===== src/rtl/isu_pkg.sv =====
package isu_pkg;

  localparam logic [3:0] A_STAT  = 4'd8;
  localparam logic [3:0] A_INTR  = 4'd9;
  localparam logic [3:0] A_SEQ   = 4'd10;
  localparam logic [3:0] A_FLAGS = 4'd11;
  localparam logic [3:0] A_CFG   = 4'd12;
  localparam logic [3:0] A_CSTAT = 4'd13;

  // status bit positions
  localparam int ST_TC  = 4;
  localparam int ST_INT = 7;
  localparam int PHASE_ST = 3;

  // cause bit positions
  localparam int IR_FC  = 3;
  localparam int IR_BS  = 4;
  localparam int IR_DC  = 5;
  localparam int IR_RST = 7;

  // configuration bit that suppresses the bus-reset interrupt
  localparam int CFG_RPT_DIS = 6;

  typedef struct packed {
    logic rdClr;
    logic rptDeferred;
    logic rptNow;
    logic holdCmpl;
    logic setFc;
    logic setBs;
    logic setDc;
    logic setRst;
    logic raiseRst;
  } ctrlStrobes_t;

endpackage


===== src/rtl/isu_ctrl.sv =====
module isu_ctrl
  import isu_pkg::*;
#(
  parameter int ADDR_W = 4
) (
  input  logic              clk,
  input  logic              rstN,
  input  logic              evFuncDone,
  input  logic              evBusSvc,
  input  logic              evDisc,
  input  logic              evBusRst,
  input  logic              evCmpl,
  input  logic              busRd,
  input  logic [ADDR_W-1:0] busAddr,
  input  logic              intPend,
  input  logic              cfgRptDis,
  output ctrlStrobes_t      strb
);

  logic defPend;
  logic rdIntr;
  logic intAfterRead;

  assign rdIntr = busRd && (busAddr == ADDR_W'(A_INTR));

  always_comb begin
    strb             = '0;
    strb.rdClr       = rdIntr;
    strb.rptDeferred = rdIntr && defPend;
    // pending state as seen once the read and any held report are applied
    intAfterRead     = strb.rptDeferred || (intPend && !rdIntr);
    strb.rptNow      = evCmpl && !intAfterRead;
    strb.holdCmpl    = evCmpl && intAfterRead;
    strb.setFc       = evFuncDone;
    strb.setBs       = evBusSvc;
    strb.setDc       = evDisc;
    strb.setRst      = evBusRst;
    strb.raiseRst    = evBusRst && !cfgRptDis;
  end

  always_ff @(posedge clk or negedge rstN) begin
    if (!rstN) begin
      defPend <= 1'b0;
    end else if (strb.holdCmpl) begin
      defPend <= 1'b1;
    end else if (strb.rptDeferred) begin
      defPend <= 1'b0;
    end
  end

endmodule


===== src/rtl/isu_dpath.sv =====
module isu_dpath
  import isu_pkg::*;
#(
  parameter int DATA_W   = 8,
  parameter int ADDR_W   = 4,
  parameter int TC_BYTES = 3,
  parameter int CFG_INIT = 7,
  parameter int SEQ_DONE = 4
) (
  input  logic              clk,
  input  logic              rstN,
  input  ctrlStrobes_t      strb,
  input  logic              busWr,
  input  logic [ADDR_W-1:0] busAddr,
  input  logic [DATA_W-1:0] busWrData,
  input  logic [DATA_W-1:0] cmplStatus,
  output logic [DATA_W-1:0] busRdData,
  output logic              intPend,
  output logic              cfgRptDis
);

  logic [DATA_W-1:0] statR, statN;
  logic [DATA_W-1:0] intrR, intrN;
  logic [DATA_W-1:0] seqR, seqN;
  logic [DATA_W-1:0] flagsR, flagsN;
  logic [DATA_W-1:0] cfgR, cfgN;
  logic [DATA_W-1:0] heldR, heldN;
  logic [DATA_W-1:0] lastR, lastN;
  logic [DATA_W-1:0] tcR [TC_BYTES];
  logic              tcClr;
  logic              tcWrHit;
  logic              report;

  assign tcWrHit = busWr && (busAddr < ADDR_W'(TC_BYTES));
  assign report  = strb.rptDeferred || strb.rptNow;

  always_comb begin
    statN  = statR;
    intrN  = intrR;
    seqN   = seqR;
    flagsN = flagsR;
    cfgN   = cfgR;
    heldN  = heldR;
    lastN  = lastR;
    tcClr  = 1'b0;
    if (busWr && busAddr == ADDR_W'(A_FLAGS)) flagsN = busWrData;
    if (busWr && busAddr == ADDR_W'(A_CFG))   cfgN   = busWrData;
    if (tcWrHit) statN[ST_TC] = 1'b0;
    if (strb.rdClr) begin
      intrN         = '0;
      statN[ST_TC]  = 1'b0;
      statN[ST_INT] = 1'b0;
      seqN          = DATA_W'(SEQ_DONE);
    end
    if (report) begin
      statN         = DATA_W'(PHASE_ST);
      statN[ST_TC]  = 1'b1;
      statN[ST_INT] = 1'b1;
      intrN         = '0;
      intrN[IR_BS]  = 1'b1;
      seqN          = '0;
      flagsN        = '0;
      tcClr         = 1'b1;
      lastN         = strb.rptDeferred ? heldR : cmplStatus;
    end
    if (strb.setFc)  intrN[IR_FC]  = 1'b1;
    if (strb.setBs)  intrN[IR_BS]  = 1'b1;
    if (strb.setRst) intrN[IR_RST] = 1'b1;
    if (strb.setDc) begin
      intrN[IR_DC] = 1'b1;
      seqN         = '0;
    end
    if (strb.setFc || strb.setBs || strb.setDc || strb.raiseRst)
      statN[ST_INT] = 1'b1;
    if (strb.holdCmpl) heldN = cmplStatus;
  end

  always_ff @(posedge clk or negedge rstN) begin
    if (!rstN) begin
      statR  <= '0;
      intrR  <= '0;
      seqR   <= '0;
      flagsR <= '0;
      cfgR   <= DATA_W'(CFG_INIT);
      heldR  <= '0;
      lastR  <= '0;
    end else begin
      statR  <= statN;
      intrR  <= intrN;
      seqR   <= seqN;
      flagsR <= flagsN;
      cfgR   <= cfgN;
      heldR  <= heldN;
      lastR  <= lastN;
    end
  end

  for (genvar g = 0; g < TC_BYTES; g++) begin : gTcByte
    always_ff @(posedge clk or negedge rstN) begin
      if (!rstN) begin
        tcR[g] <= '0;
      end else if (tcClr) begin
        tcR[g] <= '0;
      end else if (busWr && busAddr == ADDR_W'(g)) begin
        tcR[g] <= busWrData;
      end
    end
  end

  always_comb begin
    busRdData = '0;
    for (int i = 0; i < TC_BYTES; i++) begin
      if (busAddr == ADDR_W'(i)) busRdData = tcR[i];
    end
    case (busAddr)
      ADDR_W'(A_STAT):  busRdData = statR;
      ADDR_W'(A_INTR):  busRdData = intrR;
      ADDR_W'(A_SEQ):   busRdData = seqR;
      ADDR_W'(A_FLAGS): busRdData = flagsR;
      ADDR_W'(A_CFG):   busRdData = cfgR;
      ADDR_W'(A_CSTAT): busRdData = lastR;
      default: ;
    endcase
  end

  assign intPend   = statR[ST_INT];
  assign cfgRptDis = cfgR[CFG_RPT_DIS];

endmodule


===== src/rtl/intr_status_unit.sv =====
module intr_status_unit
  import isu_pkg::*;
#(
  parameter int DATA_W   = 8,
  parameter int ADDR_W   = 4,
  parameter int TC_BYTES = 3,
  parameter int CFG_INIT = 7,
  parameter int SEQ_DONE = 4
) (
  input  logic              clk,
  input  logic              rstN,
  input  logic              evFuncDone,
  input  logic              evBusSvc,
  input  logic              evDisc,
  input  logic              evBusRst,
  input  logic              evCmpl,
  input  logic [DATA_W-1:0] cmplStatus,
  input  logic [ADDR_W-1:0] busAddr,
  input  logic              busWr,
  input  logic [DATA_W-1:0] busWrData,
  input  logic              busRd,
  output logic [DATA_W-1:0] busRdData,
  output logic              irq
);

  ctrlStrobes_t strb;
  logic         intPend;
  logic         cfgRptDis;

  isu_ctrl #(.ADDR_W(ADDR_W)) i_ctrl (
    .clk        (clk),
    .rstN       (rstN),
    .evFuncDone (evFuncDone),
    .evBusSvc   (evBusSvc),
    .evDisc     (evDisc),
    .evBusRst   (evBusRst),
    .evCmpl     (evCmpl),
    .busRd      (busRd),
    .busAddr    (busAddr),
    .intPend    (intPend),
    .cfgRptDis  (cfgRptDis),
    .strb       (strb)
  );

  isu_dpath #(
    .DATA_W   (DATA_W),
    .ADDR_W   (ADDR_W),
    .TC_BYTES (TC_BYTES),
    .CFG_INIT (CFG_INIT),
    .SEQ_DONE (SEQ_DONE)
  ) i_dpath (
    .clk        (clk),
    .rstN       (rstN),
    .strb       (strb),
    .busWr      (busWr),
    .busAddr    (busAddr),
    .busWrData  (busWrData),
    .cmplStatus (cmplStatus),
    .busRdData  (busRdData),
    .intPend    (intPend),
    .cfgRptDis  (cfgRptDis)
  );

  assign irq = intPend;

endmodule


===== config.mk =====
export PLATFORM = sky130hd
export DESIGN_NAME = intr_status_unit
export DESIGN_NICKNAME = d
export VERILOG_FILES = /design/src/rtl/isu_pkg.sv /design/src/rtl/isu_ctrl.sv /design/src/rtl/isu_dpath.sv /design/src/rtl/intr_status_unit.sv
export SDC_FILE = /design/constraint.sdc
export NUM_CORES = 1
export LEC_CHECK = 0
export BUFFER_PORTS_ARGS = -buffer_cell sky130_fd_sc_hd__buf_2
export CORE_AREA = 10 10 83 85
export CTS_BUF_LIST = sky130_fd_sc_hd__clkbuf_4 sky130_fd_sc_hd__clkbuf_8
export DETAILED_ROUTE_END_ITERATION = 8
export DIE_AREA = 0 0 93 95
export MAX_ROUTING_LAYER = met4
export PLACE_DENSITY = 0.85
export SETUP_SLACK_MARGIN = 0.02
export SKIP_LAST_GASP = 1
export SLEW_MARGIN = 20
export SYNTH_ARGS = -nofsm -noshare
export SYNTH_HDL_FRONTEND = slang
export SYNTH_SLANG_ARGS = --single-unit

===== constraint.sdc =====
create_clock -name clk -period 2.5 [get_ports clk]
set_input_delay 0.125 -clock clk [delete_from_list [all_inputs] [get_ports clk]]
set_output_delay 0.125 -clock clk [all_outputs]
set_load 0.01 [all_outputs]

# Word-level counts from Yosys, hierarchy flattened
# Index checks and enable logic that the tools add are counted.
dict set report word_totals {
  register_bits 76
}
dict set report classes {
  order_cmp 1
  eq_ne 8
  muxes 30
  reduce_logical 33
}
# op n
set ops {}
lappend ops {{2-to-1 mux 8 bit} 18}
lappend ops {{case mux 8 bit (6 select lines)} 1}
lappend ops {{equality test 4 bit, second input constant} 6}
lappend ops {{nonzero test 3 bit} 6}
lappend ops {{logical AND 1 bit} 12}
lappend ops {{nonzero test 2 bit} 6}
lappend ops {{2-to-1 mux 1 bit} 11}
lappend ops {{logical OR 1 bit} 5}
lappend ops {{equality test 4 x 1 -> 1 bit, second input constant} 1}
lappend ops {{equality test 4 x 2 -> 1 bit, second input constant} 1}
lappend ops {{zero test 4 bit} 1}
lappend ops {{< comparator 4 x 2 -> 1 bit, second input constant} 1}
lappend ops {{zero test 1 bit} 3}

# Longest topological paths before layout
# Gate-level depths: netlist of the first run.
dict set report depth {
  depth_word 10
  mapped_depth 8
  depth_no_buf 4
}

# Cells and area by module
# A second synthesis of the first run with hierarchy kept.
dict set report unflattened {
  hier_cells 360
  area_unflattened_um2 3512.1
}
# mod instances cells_per_inst area_each_um2
set by_module_without_submodules {}
lappend by_module_without_submodules {isu_dpath 1 343 3359.5}
lappend by_module_without_submodules {isu_ctrl 1 17 152.6}

# Worst setup path before layout of the first run
# OpenSTA, ideal clock, no wires.
dict set report synth_path {
  path_type {input -> register}
  startpoint {in busAddr[3]}
  endpoint {reg i_dpath.heldR[0]}
  arrival_time_ns 1.373
  required_time_ns 2.375
  setup_slack_ns 1.002
  cell_stages 6
  n_path_buf 2
  cell_sequence {buf_2 > and4bb_1 > buf_6 > and3_4 > o21ai_4 > mux2_2}
}
dict set report synth_between {
  elab_chain_cells 6
  word_cells_on_any_way 7
  classes_between {eq/ne (1); reduce/logical (6)}
}
# item line
set synth_rtl {}
lappend synth_rtl {{from (decl)} intr_status_unit.sv:18} ;# input logic [ADDR_W-1:0] busAddr,
lappend synth_rtl {{equality test 4 bit *} isu_ctrl.sv:24} ;# assign rdIntr = busRd && (busAddr == ADDR_W'(A_INTR));
lappend synth_rtl {{logical AND 1 bit *} isu_ctrl.sv:24}
lappend synth_rtl {{zero test 1 bit} isu_ctrl.sv:31} ;# intAfterRead = strb.rptDeferred || (intPend && !rdIntr);
lappend synth_rtl {{logical AND 1 bit} isu_ctrl.sv:31}
lappend synth_rtl {{logical OR 1 bit *} isu_ctrl.sv:31}
lappend synth_rtl {{logical AND 1 bit *} isu_ctrl.sv:33} ;# strb.holdCmpl = evCmpl && intAfterRead;
lappend synth_rtl {{to (signal assigned)} isu_dpath.sv:93} ;# heldR <= heldN;
lappend synth_rtl {{to (decl)} isu_dpath.sv:27} ;# logic [DATA_W-1:0] heldR, heldN;
# Every way passes the cells marked *; elsewhere a longest branch is shown, timed or not.
# A chain may end at the register's enable or synchronous reset.

# Worst setup path after layout of the first run
dict set report layout_path {
  startpoint {in busAddr[0]}
  endpoint {out busRdData[0]}
}
dict set report layout_between {
  elab_chain_cells 5
  word_cells_on_any_way 13
  classes_between {eq/ne (8); mux (4); reduce/logical (1)}
}
# item line
set layout_rtl {}
lappend layout_rtl {{zero test 4 bit} isu_dpath.sv:113} ;# if (busAddr == ADDR_W'(i)) busRdData = tcR[i];
lappend layout_rtl {{2-to-1 mux 8 bit (3 in a row)} isu_dpath.sv:113}
lappend layout_rtl {{case mux 8 bit (6 select lines) *} isu_dpath.sv:115} ;# case (busAddr)
lappend layout_rtl {{to (decl)} intr_status_unit.sv:22} ;# output logic [DATA_W-1:0] busRdData,
# Marked as above.

==> results of run 1 <==
## cell usage in the layout (no fill, tap or decap), types with 2 or more instances in the layout
cell type / synthesis / routed
a21o_1: 3 / 3
a21oi_1: 63 / 63
a22o_1: 2 / 2
a31oi_1: 2 / 2
and3_1: 2 / 2
buf_2: 4 / 37
buf_4: 1 / 8
clkbuf_4: 0 / 3
clkbuf_8: 0 / 9
clkinv_2: 0 / 4
dfrtp_1: 62 / 62
dfstp_2: 3 / 3
dlygate4sd3_1: 0 / 3
inv_1: 5 / 5
mux2_2: 16 / 16
mux2i_1: 22 / 22
nand2_1: 46 / 46
nand3_1: 34 / 34
nand3b_1: 3 / 3
nor2_1: 22 / 22
nor2b_1: 4 / 4
o21ai_0: 9 / 9
o21bai_1: 2 / 2
o221ai_1: 2 / 2
o22a_1: 5 / 5
## sequential cells by signal, indices dropped and copies added, names as in the netlist
register,count
i_dpath.statR,3
i_dpath.flagsR,8
i_dpath.lastR,8
i_ctrl.defPend,1
i_dpath.seqR,1
i_dpath.heldR,8
i_dpath.cfgR,8
i_dpath.tcR,24
i_dpath.intrR,4
## worst max path at each step
stage	start	to	slack [ns]	cells after the start
after floorplan	busAddr[3]	i_dpath.heldR[0]	1.00	6
after global placement	busAddr[2]	i_dpath.statR[0]	0.70	5
after detailed placement	busAddr[2]	i_dpath.statR[0]	0.61	5
after CTS	busAddr[0]	busRdData[0]	0.85	8
after global routing	busAddr[0]	busRdData[0]	0.73	8
final	busAddr[0]	busRdData[0]	0.82	8
## kinds of logic (layout without fill, tap and decap cells)
logic type,Yosys count,in the layout,share of synthesized area
simple gates,121,121,0.173
compound gates,97,97,0.173
flops,65,65,0.491
buf+inv,27,71,0.0422
mux,38,38,0.121
## area by class of cell
type	instances	area, sq um
Clock buffer	12	146
Clock inverter	4	20.0
Fill cell	396	1590
Inverter	6	22.5
Multi-Input combinational cell	256	1550
Sequential cell	65	1630
Tap cell	72	90.1
Timing Repair Buffer	49	295
## layer usage
| layer | wire [um] | vias up | GRT usage | part of all wire |
|---|---|---|---|---|
| li1 | - | 1326 | - | - |
| met1 | 3540 | 1362 | 0.244 | 0.43 |
| met2 | 3900 | 109 | 0.298 | 0.48 |
| met3 | 499 | 19 | 0.0365 | 0.061 |
| met4 | 206 | 0 | 0.104 | 0.025 |
| met5 | 0 | - | - | 0 |
## metrics by stage
stage,cells,setup slack (ns)
2_1_floorplan,348,1.00
3_3_place_gp,445,0.703
3_5_place_dp,445,0.613
4_1_cts,464,0.847
5_1_grt,464,0.726
6_report,464,0.819
## power by group
part / leakage (nW) / switching [mW] / total [mW] / internal [mW]
Combinational: 0.828 / 0.229 / 0.428 / 0.199
Clock: 0.0942 / 0.393 / 0.779 / 0.386
Sequential: 0.792 / 0.0964 / 1.32 / 1.22
## repair_timing
| item | CTS | global route |
|---|---|---|
| hold endpoints to repair | 28 | 0 |
| hold buffers | 3 | 0 |
| buffers inserted | 0 | 0 |
## critical path, cell delays in order
cell	delay, ns
buf_2	0.28
buf_4	0.32
nor2b_1	0.08
buf_4	0.19
a21oi_1	0.20
o22a_1	0.15
a21oi_1	0.05
buf_2	0.16
==> flow_summary.json, run 1 <==
{
  "synth_area_leaders": "dfrtp_1, a21oi_1, mux2i_1, mux2_2, nand2_1",
  "synth_top_cell_by_area": "dfrtp_1",
  "p_per_area_mw_per_mm2": 672,
  "die_y_um": 95,
  "max_freq_mhz": 595,
  "dieArea_sq_mm": 0.00884,
  "grt.total_usage": 0.196,
  "gp_congestion": 0.882,
  "synth_edf_count": 0,
  "drive_gt1_frac": 0.222,
  "clockRootBuffer": "clkbuf_8",
  "ir_drop_v": 0.000434,
  "fin_crit_ns": 1.68,
  "firstDrtPassIters": 4,
  "dpl_cell_area_sq_mm": 0.00356,
  "coreArea_sq_mm": 0.00534,
  "vias": 2816,
  "io_pins": 38,
  "tightest_slew_ns": 0.691,
  "grt_max_degree": 37,
  "drtIter0Drc": 333,
  "whs_endpoint": "i_dpath.intrR[5]",
  "rsz0062_at_grt": "false",
  "synth_seq_cells": 65,
  "crit_fanout": 18,
  "antenna_found_initial": 0,
  "clk_latency_ns": 0.35,
  "synth.cell_area_sq_mm": 0.00332,
  "cp.arrival_ns": 1.56,
  "wire_per_inst_um": 17.6,
  "whs_ns": 0.0234,
  "min_path_cells": 2,
  "finalCritPeriodShare": 0.672,
  "cts_buffer_depth": 2,
  "min_from": "evDisc",
  "r2r-start": "i_dpath.statR[7]",
  "diodes": 0,
  "tritoncts.num_buffers": 9,
  "max-cap-violations": 0,
  "first_global_vias": 2724,
  "ant_nets": 0,
  "cts_max_level": 3,
  "start_util": 0.622,
  "async_reset_ff_frac": 1.00,
  "reg2reg_to": "i_dpath.statR[0]",
  "relSlewSlack": 0.539,
  "cts_tree": "built",
  "ys_seq_area_frac": 0.491,
  "routed_wl_mm": 8.15,
  "fin_skew_ns": 0.00678,
  "reg2regPathDepth": 4,
  "fin_area_sq_mm": 0.00375,
  "synth.avg_cell_area_sq_um": 9.54,
  "outcome": "finished clean",
  "timing.setup.tns_ns": 0,
  "row_count": 27,
  "rrSetupSlack_ns": 0.84,
  "numPortBuffers": 37,
  "worst_ep_required_time_ns": 2.38,
  "clock_sinks": 65,
  "synth_cell_type_count": 44,
  "grt_pass1_wl_mm": 13.3,
  "die_x_um": 93,
  "setup_viol": 0,
  "synthCells": 348,
  "yosysWarnings": 0,
  "ys_top_cells_by_count": "a21oi_1, dfrtp_1, nand2_1",
  "finalPower_mw": 2.52,
  "hp-class": "in -> reg",
  "area_delta_synth_final_pct": 13.1,
  "start_kind": "primary input",
  "nets": 416,
  "clk_pin_slew_ns": 0.06,
  "hold_viol_final": 0,
  "grt_overflow_total": 0,
  "synth_nets": 377,
  "endpoint_kind": "primary output",
  "hpwl_mm": 5.77,
  "yosysMostFrequentCell": "a21oi_1",
  "viasPerCell": 6.07,
  "power_leakage_nw": 1.72,
  "synthFlopType": "dfrtp_1",
  "synth_top_area_frac": 0.468,
  "fin_util": 0.703,
  "cts_resized": 0,
  "final-max-slew-violation-count": 0,
  "worstSetupPathType": "in -> out",
  "drc": 0
}
No activity file was read; power rests on OpenSTA's default activity.
==> run 2: changes to the inputs <==
--- a/config.mk
+++ b/config.mk
@@ -6,12 +6,12 @@
 export NUM_CORES = 1
 export LEC_CHECK = 0
 export BUFFER_PORTS_ARGS = -buffer_cell sky130_fd_sc_hd__buf_2
-export CORE_AREA = 10 10 83 85
+export CORE_AREA = 10 10 86 88
 export CTS_BUF_LIST = sky130_fd_sc_hd__clkbuf_4 sky130_fd_sc_hd__clkbuf_8
 export DETAILED_ROUTE_END_ITERATION = 8
-export DIE_AREA = 0 0 93 95
+export DIE_AREA = 0 0 96 98
 export MAX_ROUTING_LAYER = met4
-export PLACE_DENSITY = 0.85
+export PLACE_DENSITY = 0.79
 export SETUP_SLACK_MARGIN = 0.02
 export SKIP_LAST_GASP = 1
 export SLEW_MARGIN = 20
==> constraint.sdc (replaced) <==
create_clock -name clk -period 1.6 [get_ports clk]
set_input_delay 0.08 -clock clk [delete_from_list [all_inputs] [get_ports clk]]
set_output_delay 0.08 -clock clk [all_outputs]
set_load 0.01 [all_outputs]
==> flow_summary.json, run 2 (synthesis gave the netlist of run 1 again) <==
{
  "drive_gt1_frac": 0.263,
  "hpwl_mm": 6.11,
  "max_freq_mhz": 649,
  "die_x_um": 96,
  "grt_overflow_total": 0,
  "tightest_slew_ns": 0.464,
  "wire_per_inst_um": 17.8,
  "coreArea_sq_mm": 0.00575,
  "crit_fanout": 2,
  "drc": 0,
  "worstSetupPathType": "reg -> out",
  "hp-class": "in -> reg",
  "rsz0062_at_grt": "true",
  "final-max-slew-violation-count": 0,
  "gp_congestion": 0.893,
  "hold_viol_final": 0,
  "cts_buffer_depth": 2,
  "p_per_area_mw_per_mm2": 1060,
  "viasPerCell": 5.93,
  "pre_cts_slack_ns": 0.0898,
  "grt_max_degree": 33,
  "grt_pass1_wl_mm": 14.6,
  "power_leakage_nw": 1.87,
  "fin_crit_ns": 1.54,
  "max-cap-violations": 0,
  "grt.total_usage": 0.201,
  "first_global_vias": 2918,
  "setup_viol": 0,
  "cts_max_level": 3,
  "start_util": 0.578,
  "clk_pin_slew_ns": 0.07,
  "row_count": 28,
  "tritoncts.num_buffers": 9,
  "top_register": "i_dpath.tcR",
  "endpoint_kind": "primary output",
  "postCtsSetupBuffers": 0,
  "drtIter0Drc": 256,
  "finalCritPeriodShare": 0.963,
  "ant_nets": 0,
  "setup_slack_ns": 0.0594,
  "clockRootBuffer": "clkbuf_8",
  "ir_drop_v": 0.000727,
  "numPortBuffers": 37,
  "fin_skew_ns": 0.0117,
  "cts_tree": "built",
  "diodes": 0,
  "antenna_found_initial": 0,
  "relSlewSlack": 0.691,
  "outcome": "finished clean",
  "worst_ep_required_time_ns": 1.52,
  "mostFrequentLayoutCells": "dfrtp_1, a21oi_1, nand2_1",
  "die_y_um": 98,
  "clock_sinks": 65,
  "area_delta_synth_final_pct": 22.9,
  "vias": 2925,
  "start_kind": "flop",
  "cp.arrival_ns": 1.46,
  "fill_cells": 443,
  "layout_commonest_cell": "dfrtp_1",
  "largest_register_ffs": 24,
  "io_pins": 38,
  "firstDrtPassIters": 6,
  "timing.setup.tns_ns": 0,
  "clk_latency_ns": 0.36,
  "nets": 442,
  "dieArea_sq_mm": 0.00941,
  "whs_ns": 0.0241,
  "routed_wl_mm": 8.79
}
-- run 2: cell types whose count changed in the layout (fill, tap and decap cells not counted), sizes merged --
cell,previous run,this run
clkbuf,12,14
buf,46,63
bufinv,0,1
clkinv,5,2
dlygate4sd3,3,12
-- run 2: metal layers --
metal | routed length (um) | vias to the layer above | global-route usage
met5 | 0 | - | -
met4 | 141 | 0 | 0.0863
met3 | 623 | 13 | 0.0383
met2 | 4210 | 125 | 0.292
met1 | 3820 | 1412 | 0.266
li1 | - | 1375 | -
-- run 2: final cells by class --
cell class	instances	area (sq um)	area share
flip-flops and latches	65	1630	0.400
repair buffers	75	538	0.132
clock inverters	2	35.0	0.00859
inverters	6	22.5	0.00552
multi-input cells	256	1580	0.387
well taps	75	93.8	0.0230
clock buffers	14	180	0.0442
-- run 2: where the power goes --
part	internal (mW)	switching (mW)	leakage (nW)	total [mW]
Sequential	1.90	0.146	0.792	2.05
Clock	0.881	0.638	0.114	1.52
Combinational	0.358	0.381	0.960	0.739
-- run 2: worst max-delay path, cell delays in order (launching register included) --
cell      delay (ns)
dfrtp_1         0.38
and3_4          0.15
a21oi_2         0.12
o221ai_2        0.14
o21bai_1        0.17
buf_2           0.14
-- run 2: repair_timing --
action | in CTS | in global routing
gates cloned | 0 | 0
hold buffers | 12 | 0
pin swaps | 0 | 5
setup endpoints to repair | 2 | 5
gates resized for setup | 2 | 4
hold endpoints to repair | 27 | 0
-- run 2: stage by stage --
stage	cell area, sq um	util	std cells	total power [mW]
6_report	4080	0.710	493	4.31
5_1_grt	4080	0.710	493	4.49
4_1_cts	4060	0.707	493	4.30
3_5_place_dp	3710	0.646	465	2.77
3_3_place_gp	3710	0.646	465	2.74
2_1_floorplan	3320	-	348	2.49
-- run 2: worst paths after layout --
kind                       slack [ns]  depth (start not counted)               from                end
min reg2reg                      0.49                          1   i_dpath.intrR[5]   i_dpath.intrR[5]
max in group asynchronous        0.79                          3               rstN   i_dpath.heldR[4]
max                              0.06                          5  i_dpath.flagsR[4]       busRdData[4]
max reg2reg                      0.19                          3     i_ctrl.defPend   i_dpath.heldR[4]
min in group asynchronous        0.21                          2               rstN   i_dpath.heldR[1]
min                              0.02                          3       busWrData[4]  i_dpath.flagsR[4]
==> run 3: changes to the inputs <==
--- a/config.mk
+++ b/config.mk
@@ -5,11 +5,11 @@
 export SDC_FILE = /design/constraint.sdc
 export NUM_CORES = 1
 export LEC_CHECK = 0
-export BUFFER_PORTS_ARGS = -buffer_cell sky130_fd_sc_hd__buf_2
-export CORE_AREA = 10 10 86 88
+export BUFFER_PORTS_ARGS = -buffer_cell sky130_fd_sc_hd__buf_4
+export CORE_AREA = 8 8 84 86
 export CTS_BUF_LIST = sky130_fd_sc_hd__clkbuf_4 sky130_fd_sc_hd__clkbuf_8
 export DETAILED_ROUTE_END_ITERATION = 8
-export DIE_AREA = 0 0 96 98
+export DIE_AREA = 0 0 92 94
 export MAX_ROUTING_LAYER = met4
 export PLACE_DENSITY = 0.79
 export SETUP_SLACK_MARGIN = 0.02
==> flow_summary.json, run 3 (synthesis gave the netlist of run 1 again) <==
{
  "outcome": "finished clean",
  "worstSetupPathType": "reg -> out",
  "gp_congestion": 0.850,
  "antenna_found_initial": 0,
  "critPathBufInv": 1,
  "pre_cts_slack_ns": 0.0659,
  "clockRootBuffer": "clkbuf_8",
  "hp-class": "in -> reg",
  "io_pins": 38,
  "vias": 2991,
  "cts_buffer_depth": 2,
  "dieArea_sq_mm": 0.00865,
  "setup_viol": 0,
  "cts_tree": "built",
  "die_y_um": 94,
  "wire_per_inst_um": 17.7,
  "reg2reg_to": "i_dpath.flagsR[6]",
  "fin_util": 0.725,
  "finalCritPeriodShare": 0.983,
  "gr-usage-met1": 0.260,
  "whs_ns": 0.0180,
  "final-max-slew-violation-count": 0,
  "rsz0062_at_grt": "true",
  "diodes": 0,
  "min_path_cells": 2,
  "drc": 0,
  "max_freq_mhz": 636,
  "crit_fanout": 2,
  "hold_viol_final": 0,
  "gr-usage-met2": 0.348,
  "numPortBuffers": 37,
  "start_kind": "flop",
  "largest_register_ffs": 24,
  "drive_gt1_frac": 0.260,
  "r2r-start": "i_dpath.statR[7]",
  "mostFrequentLayoutCells": "a21oi_1, dfrtp_1, buf_4",
  "crit_slowest_cell": "dfrtp_1",
  "grt_max_degree": 32,
  "cp.arrival_ns": 1.49,
  "p_per_area_mw_per_mm2": 1010,
  "grt_overflow_total": 0,
  "timing.setup.tns_ns": 0,
  "tritoncts.num_buffers": 9,
  "cts_max_level": 3,
  "clk_latency_ns": 0.35,
  "routed_wl_mm": 8.76,
  "power_switching_mw": 1.15,
  "top_usage_layer": "met2",
  "start_util": 0.578,
  "coreArea_sq_mm": 0.00575,
  "grt_util_met3": 0.0472,
  "hpwl_mm": 6.20,
  "sequentialPowerShare": 0.484,
  "max-cap-violations": 0,
  "combPwrFrac": 0.185,
  "whs_endpoint": "i_dpath.seqR[2]",
  "path_cells": "and3_1 -> a21oi_2 -> o221ai_2 -> o21bai_1 -> buf_4",
  "area_delta_synth_final_pct": 25.6,
  "first_global_vias": 2999,
  "firstDrtPassIters": 4,
  "internal_power_mw": 3.07,
  "fin_crit_ns": 1.57,
  "reg2regPathDepth": 6,
  "grt_pass1_wl_mm": 14.5,
  "grt.total_usage": 0.219,
  "worst_ep_required_time_ns": 1.52,
  "tightest_slew_ns": 0.511,
  "drtIter0Drc": 222,
  "min_from": "evCmpl",
  "setup_slack_ns": 0.0270,
  "rrSetupSlack_ns": 0.14,
  "clock_power_share": 0.332,
  "ant_nets": 0,
  "fin_skew_ns": 0.00845,
  "viasPerCell": 6.05,
  "power_leakage_nw": 1.89,
  "cp_slowest_stage_delay_ns": 0.39,
  "endpoint_kind": "primary output",
  "clock_sinks": 65,
  "clk_pin_slew_ns": 0.07,
  "switching_share": 0.273,
  "nets": 443,
  "critical-path-top-delay-family": "compound AO/OA/AOI/OAI gates",
  "relSlewSlack": 0.658,
  "row_count": 28,
  "ir_drop_v": 0.000988,
  "die_x_um": 92,
  "top_register": "i_dpath.tcR"
}
-- run 3: power by group through the flow --
stage	logic (mW)	clock network, mW	registers (mW)
2_1_floorplan	0.462	0	2.02
3_3_place_gp	0.703	0	2.06
3_5_place_dp	0.732	0	2.07
4_1_cts	0.777	1.41	2.04
5_1_grt	0.860	1.49	2.07
6_report	0.780	1.40	2.04
-- run 3: per-stage QoR --
step	area, sq um	instances	total power [mW]
final	4170	494	4.22
after global routing	4170	494	4.41
after CTS	4160	494	4.23
after detailed placement	3820	465	2.80
after global placement	3820	465	2.76
after floorplan	3320	348	2.49
-- run 3: cell type report --
type	instances	area, sq um
clock inverter	5	55.1
tap	75	93.8
sequential	65	1630
inverter	6	22.5
timing repair buffer	76	651
fill	439	1580
clock buffer	11	145
multi-input combinational	256	1570
-- run 3: timing repair --
action                                  CTS  global route
pin swaps                                 2             3
hold endpoints to repair                 61             0
hold buffers                             12             0
resized for setup                         3             1
buffers inserted                          1             0
endpoints found under the setup margin    3             5
-- run 3: worst max path at each step --
stage | cells past startpoint | start | to
after floorplan | 6 | busAddr[3] | i_dpath.heldR[0]
after global placement | 5 | busAddr[0] | i_dpath.heldR[1]
after detailed placement | 6 | busAddr[3] | i_dpath.tcR[17]
after CTS | 5 | i_dpath.flagsR[7] | busRdData[7]
after global routing | 5 | i_dpath.flagsR[7] | busRdData[7]
final | 5 | i_dpath.flagsR[4] | busRdData[4]
-- run 3: routing by layer --
layer / vias up / share of wire
met2: 141 / 0.49
met5: - / 0
met4: 0 / 0.022
met3: 24 / 0.076
met1: 1448 / 0.41
li1: 1378 / -
